**config.mk**
```make
export PLATFORM = sky130hd
export DESIGN_NAME = rxw_wake_ctrl
export DESIGN_NICKNAME = d
export VERILOG_FILES = /design/src/rtl/rxw_pkg.sv /design/src/rtl/rxw_period_timer.sv /design/src/rtl/rxw_phase_counter.sv /design/src/rtl/rxw_fsm.sv /design/src/rtl/rxw_wake_ctrl.sv
export SDC_FILE = /design/constraint.sdc
export NUM_CORES = 1
export LEC_CHECK = 0
export BUFFER_PORTS_ARGS = -buffer_cell sky130_fd_sc_hd__buf_2
export CORE_MARGIN = 5
export CORE_UTILIZATION = 28
export CTS_CLUSTER_DIAMETER = 150
export DETAILED_ROUTE_END_ITERATION = 12
export MAX_ROUTING_LAYER = met4
export SETUP_SLACK_MARGIN = 0.15
export SYNTH_ARGS = -nofsm -noshare
export SYNTH_HDL_FRONTEND = slang
export SYNTH_SLANG_ARGS = --single-unit
```
**constraint.sdc**
```tcl
create_clock -name clk -period 2.18 [get_ports clk]
set_input_delay 0 -clock clk [delete_from_list [all_inputs] [get_ports clk]]
set_output_delay 0 -clock clk [all_outputs]
set_load 0.02 [all_outputs]
```
**src/rtl/rxw_pkg.sv**
```systemverilog
package rxw_pkg;

   typedef enum logic [2:0] {
      ST_OFF    = 3'd0,
      ST_SETTLE = 3'd1,
      ST_LISTEN = 3'd2,
      ST_HOLD   = 3'd3,
      ST_CONT   = 3'd4
   } rxw_state_e;

   function automatic int rxw_max3(input int a, input int b, input int c);
      int m;
      m = (a > b) ? a : b;
      return (m > c) ? m : c;
   endfunction

endpackage

```
**src/rtl/rxw_period_timer.sv**
```systemverilog
module rxw_period_timer #(
   parameter int PERIOD_T = 300,
   parameter int PW       = $clog2(PERIOD_T + 1)
) (
   input  logic clk,
   input  logic rst,
   input  logic run,
   input  logic tick,
   output logic wake
);

   localparam logic [PW-1:0] LAST = PW'(PERIOD_T - 1);

   logic [PW-1:0] cnt_q;

   assign wake = run && tick && (cnt_q == LAST);

   always_ff @(posedge clk) begin
      if (rst || !run) begin
         cnt_q <= '0;
      end else if (tick) begin
         if (cnt_q == LAST) cnt_q <= '0;
         else               cnt_q <= cnt_q + 1'b1;
      end
   end

endmodule

```
**src/rtl/rxw_phase_counter.sv**
```systemverilog
module rxw_phase_counter #(
   parameter int W = 6
) (
   input  logic         clk,
   input  logic         rst,
   input  logic         clr,
   input  logic         tick,
   input  logic [W-1:0] limit,
   output logic         expire,
   output logic         held
);

   logic [W-1:0] cnt_q;
   logic         held_q;

   assign expire = tick && (cnt_q == (limit - 1'b1));
   assign held   = held_q;

   always_ff @(posedge clk) begin
      if (rst || clr) begin
         cnt_q  <= '0;
         held_q <= 1'b0;
      end else begin
         if (expire) begin
            cnt_q  <= '0;
            held_q <= 1'b1;
         end else if (tick) begin
            cnt_q  <= cnt_q + 1'b1;
         end
      end
   end

endmodule

```
**src/rtl/rxw_fsm.sv**
```systemverilog
module rxw_fsm
   import rxw_pkg::*;
#(
   parameter int SETTLE_T = 2,
   parameter int LISTEN_T = 6,
   parameter int HOLD_T   = 31,
   parameter int W        = 6
) (
   input  logic         clk,
   input  logic         rst,
   input  logic         lp_mode,
   input  logic         wake,
   input  logic         rssi_hit,
   input  logic         sync_hit,
   input  logic         dec_busy,
   input  logic         expire,
   input  logic         held,
   output rxw_state_e   state,
   output logic         clr,
   output logic [W-1:0] limit
);

   rxw_state_e st_q, st_d;
   logic       hit_q, hit_d;
   logic       seen;

   assign seen = hit_q || rssi_hit;

   always_comb begin
      st_d  = st_q;
      hit_d = hit_q;
      if (!lp_mode) begin
         st_d = ST_CONT;
      end else begin
         unique case (st_q)
            ST_CONT:   st_d = ST_OFF;
            ST_OFF:    if (wake) st_d = ST_SETTLE;
            ST_SETTLE: if (expire) st_d = ST_LISTEN;
            ST_LISTEN: begin
               hit_d = seen;
               if (expire) st_d = (seen || dec_busy) ? ST_HOLD : ST_OFF;
            end
            ST_HOLD: begin
               if (!sync_hit && (expire || held) && !dec_busy) st_d = ST_OFF;
            end
            default:   st_d = ST_OFF;
         endcase
      end
      if (st_d != st_q) hit_d = 1'b0;
   end

   assign clr = (st_d != st_q) || ((st_q == ST_HOLD) && sync_hit);

   always_comb begin
      unique case (st_q)
         ST_SETTLE: limit = W'(SETTLE_T);
         ST_LISTEN: limit = W'(LISTEN_T);
         ST_HOLD:   limit = W'(HOLD_T);
         default:   limit = W'(1);
      endcase
   end

   always_ff @(posedge clk) begin
      if (rst) begin
         st_q  <= ST_OFF;
         hit_q <= 1'b0;
      end else begin
         st_q  <= st_d;
         hit_q <= hit_d;
      end
   end

   assign state = st_q;

endmodule

```
**src/rtl/rxw_wake_ctrl.sv**
```systemverilog
module rxw_wake_ctrl
   import rxw_pkg::*;
#(
   parameter int PERIOD_T = 300,
   parameter int SETTLE_T = 2,
   parameter int LISTEN_T = 6,
   parameter int HOLD_T   = 31,
   parameter bit OUT_REG  = 1'b0
) (
   input  logic clk,
   input  logic rst,
   input  logic tick,
   input  logic lp_mode,
   input  logic thr_sel,
   input  logic rssi_hit,
   input  logic sync_hit,
   input  logic dec_busy,
   output logic det_level,
   output logic osc_en,
   output logic synth_en
);

   localparam int PHASE_MAX = rxw_max3(SETTLE_T, LISTEN_T, HOLD_T);
   localparam int CW        = $clog2(PHASE_MAX + 1);
   localparam int PW        = $clog2(PERIOD_T + 1);

   if (SETTLE_T < 1 || LISTEN_T < 1 || HOLD_T < 1) begin : g_bad_phase
      $error("rxw_wake_ctrl: every phase must last at least one tick");
   end
   if (PERIOD_T <= SETTLE_T + LISTEN_T) begin : g_bad_period
      $error("rxw_wake_ctrl: period must exceed settle plus listen time");
   end

   logic          wake, expire, held, clr;
   logic [CW-1:0] limit;
   rxw_state_e    state;
   logic          osc_d, synth_d;

   rxw_period_timer #(.PERIOD_T(PERIOD_T), .PW(PW)) u_period (
      .clk  (clk),
      .rst  (rst),
      .run  (lp_mode),
      .tick (tick),
      .wake (wake)
   );

   rxw_phase_counter #(.W(CW)) u_phase (
      .clk    (clk),
      .rst    (rst),
      .clr    (clr),
      .tick   (tick),
      .limit  (limit),
      .expire (expire),
      .held   (held)
   );

   rxw_fsm #(
      .SETTLE_T (SETTLE_T),
      .LISTEN_T (LISTEN_T),
      .HOLD_T   (HOLD_T),
      .W        (CW)
   ) u_fsm (
      .clk      (clk),
      .rst      (rst),
      .lp_mode  (lp_mode),
      .wake     (wake),
      .rssi_hit (rssi_hit),
      .sync_hit (sync_hit),
      .dec_busy (dec_busy),
      .expire   (expire),
      .held     (held),
      .state    (state),
      .clr      (clr),
      .limit    (limit)
   );

   assign osc_d   = (state != ST_OFF);
   assign synth_d = (state == ST_LISTEN) || (state == ST_HOLD) || (state == ST_CONT);

   if (OUT_REG) begin : g_out_flop
      logic osc_q, synth_q;
      always_ff @(posedge clk) begin
         if (rst) begin
            osc_q   <= 1'b0;
            synth_q <= 1'b0;
         end else begin
            osc_q   <= osc_d;
            synth_q <= synth_d;
         end
      end
      assign osc_en   = osc_q;
      assign synth_en = synth_q;
   end else begin : g_out_comb
      assign osc_en   = osc_d;
      assign synth_en = synth_d;
   end

   assign det_level = thr_sel;

endmodule

```
Yosys cells after proc, flatten, opt, wreduce, memory -nomap -nowiden
Cells that the tools add are included.
{"block": "word_totals", "mem_count": 0, "elab_cells": 46, "inputBits": 8, "reg_bits": 19, "output_inout_bits": 3, "ramBits": 0, "latchBits": 0, "rom_bits": 0}
{"block": "classes", "mux": 9, "bitwise_logic": 0, "eq_ne": 7, "multipliers": 0, "n_addsub": 3, "order_cmp": 0, "shifts": 0, "n_div": 0, "reduce_logical": 22}
{"operator": "$mux 3", "n": 5}
{"operator": "$pmux 5 s3", "n": 1}
{"operator": "$pmux 3 s4", "n": 1}
{"operator": "$add 9x1->9 const B", "n": 1}
{"operator": "$eq 9x9->1 const B", "n": 1}
{"operator": "$mux 9", "n": 1}
{"operator": "$logic_or 1x1->1", "n": 8}
{"operator": "$eq 3x2->1 const B", "n": 2}
{"operator": "$logic_and 1x1->1", "n": 6}
{"operator": "$add 5x1->5 const B", "n": 1}
{"operator": "$eq 5x5->1", "n": 1}
{"operator": "$sub 5x1->5 const B", "n": 1}
{"operator": "$reduce_or 2->1", "n": 2}
{"operator": "$eq 3x1->1 const B", "n": 1}
{"operator": "$eq 3x3->1 const B", "n": 1}
{"operator": "$logic_not 1->1", "n": 3}
{"operator": "$logic_not 3->1", "n": 1}
{"operator": "$ne 3x3->1", "n": 1}
{"operator": "$reduce_bool 3->1", "n": 1}
{"operator": "$mux 2", "n": 1}
{"operator": "$reduce_and 2->1", "n": 1}

Logic depth before layout (Yosys ltp)
{"block": "logic_depth", "word_depth": 15, "mapped_depth": 7}

By module
From an unflattened synthesis, not the netlist that was laid out.
{"block": "unflattened", "hier_cells": 138, "hier_area_um2": 1262.5}
{"module": "rxw_period_timer", "seq_area_each_um2": 180.2, "area_each_um2": 464.2, "cells_each": 51, "instances": 1}
{"module": "rxw_phase_counter", "seq_area_each_um2": 120.1, "area_each_um2": 432.9, "cells_each": 44, "instances": 1}
{"module": "rxw_fsm", "seq_area_each_um2": 80.1, "area_each_um2": 336.6, "cells_each": 39, "instances": 1}
{"module": "rxw_wake_ctrl", "seq_area_each_um2": 0.0, "area_each_um2": 28.8, "cells_each": 4, "instances": 1}

Worst setup path before layout
No wires, ideal clock.
{"block": "synth_timing", "kind": "reg2reg", "start": "register u_fsm.st_q[1] (netlist: u_fsm.state[1])", "end": "register u_phase.held_q (netlist: u_phase.held)", "stages_incl_launch_ff": 8, "t_arrival_ps": 1597, "n_path_buf": 1, "path_slack_ps": 510, "t_required_ps": 2107, "setup_time_ps": 73, "cell_sequence": "dfxtp_1 > buf_6 > or4b_1 > a21oi_1 > nand2_1 > a41oi_2 > o21ai_2 > nor3_2"}
{"block": "synth_via", "elab_chain_cells": 14}
{"element": "from (decl)", "line_no": "rxw_fsm.sv:23", "source": "rxw_state_e st_q, st_d;"}
{"element": "from (signal assigned)", "line_no": "rxw_fsm.sv:68", "source": "st_q <= st_d;"}
{"element": "$eq 3x2->1 (tied with other cells)", "line_no": "rxw_fsm.sv:35, rxw_fsm.sv:52, rxw_fsm.sv:55"}
{"element": "$pmux 5 s3", "line_no": "rxw_fsm.sv:55", "source": "unique case (st_q)"}
{"element": "$sub 5x1->5", "line_no": "rxw_phase_counter.sv:16", "source": "assign expire = tick && (cnt_q == (limit - 1'b1));"}
{"element": "$eq 5x5->1", "line_no": "rxw_phase_counter.sv:16"}
{"element": "$logic_and 1x1->1", "line_no": "rxw_phase_counter.sv:16"}
{"element": "$logic_or 1x1->1", "line_no": "rxw_fsm.sv:44", "source": "if (!sync_hit && (expire || held) && !dec_busy) st_d = ST_OFF;"}
{"element": "$logic_and 1x1->1 (2 in a row)", "line_no": "rxw_fsm.sv:44"}
{"element": "$mux 3", "line_no": "rxw_fsm.sv:44"}
{"element": "$pmux 3 s4", "line_no": "rxw_fsm.sv:35", "source": "unique case (st_q)"}
{"element": "$mux 3", "line_no": "rxw_fsm.sv:32", "source": "if (!lp_mode) begin"}
{"element": "$ne 3x3->1", "line_no": "rxw_fsm.sv:52", "source": "assign clr = (st_d != st_q) || ((st_q == ST_HOLD) && sync_hit);"}
{"element": "$logic_or 1x1->1", "line_no": "rxw_fsm.sv:52"}
{"element": "$logic_or 1x1->1", "line_no": "rxw_phase_counter.sv:20", "source": "if (rst || clr) begin"}
{"element": "to (signal assigned)", "line_no": "rxw_phase_counter.sv:22", "source": "held_q <= 1'b0;"}
{"element": "to (signal assigned)", "line_no": "rxw_phase_counter.sv:26", "source": "held_q <= 1'b1;"}
{"element": "to (decl)", "line_no": "rxw_phase_counter.sv:14", "source": "logic held_q;"}
Parallel ways exist; a longest one is shown, timed or not.
A chain may end at the register's enable or synchronous reset.

Final worst setup path
{"block": "layout_timing", "start": "register u_fsm.st_q[0] (netlist: u_fsm.state[0])", "end": "register u_fsm.st_q[1] (netlist: u_fsm.state[1])"}
{"block": "layout_via", "elab_chain_cells": 11}
{"element": "$eq 3x2->1 or $eq 3x1->1 (tied branches)", "line_no": "rxw_fsm.sv:35, rxw_fsm.sv:55"}
{"element": "$pmux 5 s3", "line_no": "rxw_fsm.sv:55"}
{"element": "$sub 5x1->5", "line_no": "rxw_phase_counter.sv:16"}
{"element": "$eq 5x5->1", "line_no": "rxw_phase_counter.sv:16"}
{"element": "$logic_and 1x1->1", "line_no": "rxw_phase_counter.sv:16"}
{"element": "$logic_or 1x1->1", "line_no": "rxw_fsm.sv:44"}
{"element": "$logic_and 1x1->1 (2 in a row)", "line_no": "rxw_fsm.sv:44"}
{"element": "$mux 3", "line_no": "rxw_fsm.sv:44"}
{"element": "$pmux 3 s4 (*)", "line_no": "rxw_fsm.sv:35"}
{"element": "$mux 3 (*)", "line_no": "rxw_fsm.sv:32"}
Mark *: on every way between the ends. The rest lies on a longest branch, timed or not.

==> qor.yml <==
status: "finished, final reports clean"
synth-adder-area-share_pct: 2.29
grt_use_total_pct: 9.80
ys_types: 44
finalWeightedCongestion: 0.851
h-tree-depth: 1
max_freq_mhz: 536
hpwl_um: 1690
hold_path.class: "input pin to output pin"
die_y_um: 72.4
netlist_instances: 127
crit_type: "flop to flop"
yosysSeqAreaShare_pct: 34.9
setup_viol: 0
synth_top_area_share_pct: 34.9
core_um2: 3720
required_ps: 2330
vias: 928
drc_errors: 0
power_density_nw_per_um2: 526
synth_mux_area_share_pct: 4.59
dr.pass1.iters: 4
async_reset_ff_share_pct: 0
path_clk_slew_ps: 60
slew_viol_final: 0
reg2reg_from: "u_fsm.state[0]$_SDFF_PP0_"
synth_area_per_cell_um2: 8.59
grt_pass1_vias: 933
worstSkewPairLatency_ps: 250
portBuffers: 8
grt_max_degree: 15
reg2reg_slack_ps: 310
grt_pass1_wl_um: 4020
synthFlopType: "dfxtp_1"
initial_core_util_pct: 29.4
dpl.cell_count: 178
cts_buffers: 3
syn_nets: 137
rsz0062_at_grt: "no"
ys.warnings.count: 0
cp_slowest_cell: "dfxtp_1"
final_cells: 184
relSlewSlack_pct: 72.6
overflow: 0
final_cell_mix: "nor2_1, dfxtp_1, nand2_1, xor2_1, buf_2"
die_area_um2: 5240
whs_ps: 0.0435
startpoint: "u_fsm.state[0]$_SDFF_PP0_"
synth-seq-cells: 19
std_cell_rows: 22
place_ws_ps: 224
finalHoldViolations: 0
synth_top_family_by_area: "simple AND/OR/NAND/NOR gates"
drtIter0Drc: 55
drive_gt1_share_pct: 16.2
synth-xor-area-share_pct: 10.4
post-route-min-period_ps: 1870
crit_path_max_incr_delay_ps: 550
finalPower_uw: 652
syn_area_um2: 1090
worstPathArrival_ps: 2010
worst_pin_slew_ps: 409
power.leakage_uw: 0.000446
endpoint_kind: "flop"
final_nets: 147
synth_edf_count: 0
wl_um: 2230
yosys-top-cells-area: "dfxtp_1, nor2_1, xor2_1"
skew_ps: 0.840
die_w_um: 72.4
critPathLaunchType: "flop"
n_antenna_cell: 0
antenna_found_initial: 0
synth_compound_gate_area_share_pct: 12.6
vias_per_cell: 5.04
fin_ws_ps: 313
root_buffer: "clkbuf_8"
ir_drop_mv: 0.302
cp_cell_sequence: "nor2_1 > or3_1 > a31o_2 > nand4_1 > o221ai_1 > a311oi_1"
io_pins: 11
area.growth.synth_to_final_pct: 13.5
clk_path_buf_depth: 2
yosysTopAreaCell: "dfxtp_1"
layout_commonest_cell: "nor2_1"
maxCapViolations: 0
min_from: "thr_sel"
critPathMaxFanout: 12
cts.sinks: 19
postRouteAntennaNets: 0
wl_per_cell_um: 12.1
setup_tns_ps: 0
tritoncts: "yes"
post-route-period-util_pct: 85.6
yosys.area_share.simple_pct: 31.3
==> synthesized netlist by cell type (3+ instances only) <==
master     n
dfxtp_1   19
nor2_1    22
mux2i_1    5
nand2_1   10
nand3_1    3
nand2b_1   3
nand4_1    6
xnor2_1    5
xor2_1     8
==> metrics by stage <==
step	utilization [%]	instance area [um2]
2_1_floorplan	-	1090
3_3_place_gp	31.2	1160
3_5_place_dp	31.2	1160
4_1_cts	33.0	1220
5_1_grt	33.3	1240
6_report	33.3	1240
==> timing repair <==
action / CTS / global route
hold buffers: 2 / 0
resized for setup: 0 / 3
endpoints found under the setup margin: 0 / 9
setup buffers: 0 / 0
endpoints found under the hold margin: 1 / 0
==> kinds of logic after synthesis <==
logic type | Yosys count
compound gates | 17
flops | 19
fa+ha+maj | 2
simple gates | 64
mux | 5
xor+xnor | 13
buf+inv | 7
==> worst max-delay path, delay by kind of cell, from the launching register on <==
| family | cells | cell delay (ps) |
|---|---|---|
| AOI/OAI and AO/OA | 3 | 690 |
| DFF | 1 | 550 |
| and+or+nand+nor | 3 | 520 |
==> cell type report <==
type	instances	area, um2
fillers	396	2480
clock buffers	4	45.0
inverters	1	3.75
multi-input cells	101	679
well taps	48	60.1
flip-flops and latches	19	383
repair buffers	11	67.6
==> routing by layer <==
metal | up-vias | part of all wire [%] | global-route usage (%)
met5 | - | 0 | -
met3 | 4 | 2.8 | 1.80
li1 | 475 | - | -
met1 | 436 | 47 | 11.7
met2 | 13 | 49 | 15.9
met4 | 0 | 1.7 | 4.71
==> path summary, 6_finish.rpt <==
kind	endpoint	cells after the start
setup / recovery	u_fsm.state[1]$_SDFF_PP0_	6
hold / removal	det_level	0
setup reg to reg	u_fsm.state[1]$_SDFF_PP0_	6
hold reg to reg	u_fsm.hit_q$_SDFFE_PP0P_	2
==> where the power goes <==
part / switching, uW / internal, uW / total, uW
Clock: 104 / 130 / 234
Sequential: 7.31 / 351 / 359
Combinational: 32.8 / 26.5 / 59.3
Total: 144 / 507 / 652
==> state kept, by name, summed over array words and instances, names as in the netlist <==
signal / flops
u_phase.cnt_q: 5
u_phase.held: 1
u_period.cnt_q: 9
u_fsm.hit_q: 1
u_fsm.state: 3
(Power assumes the default switching activity.)
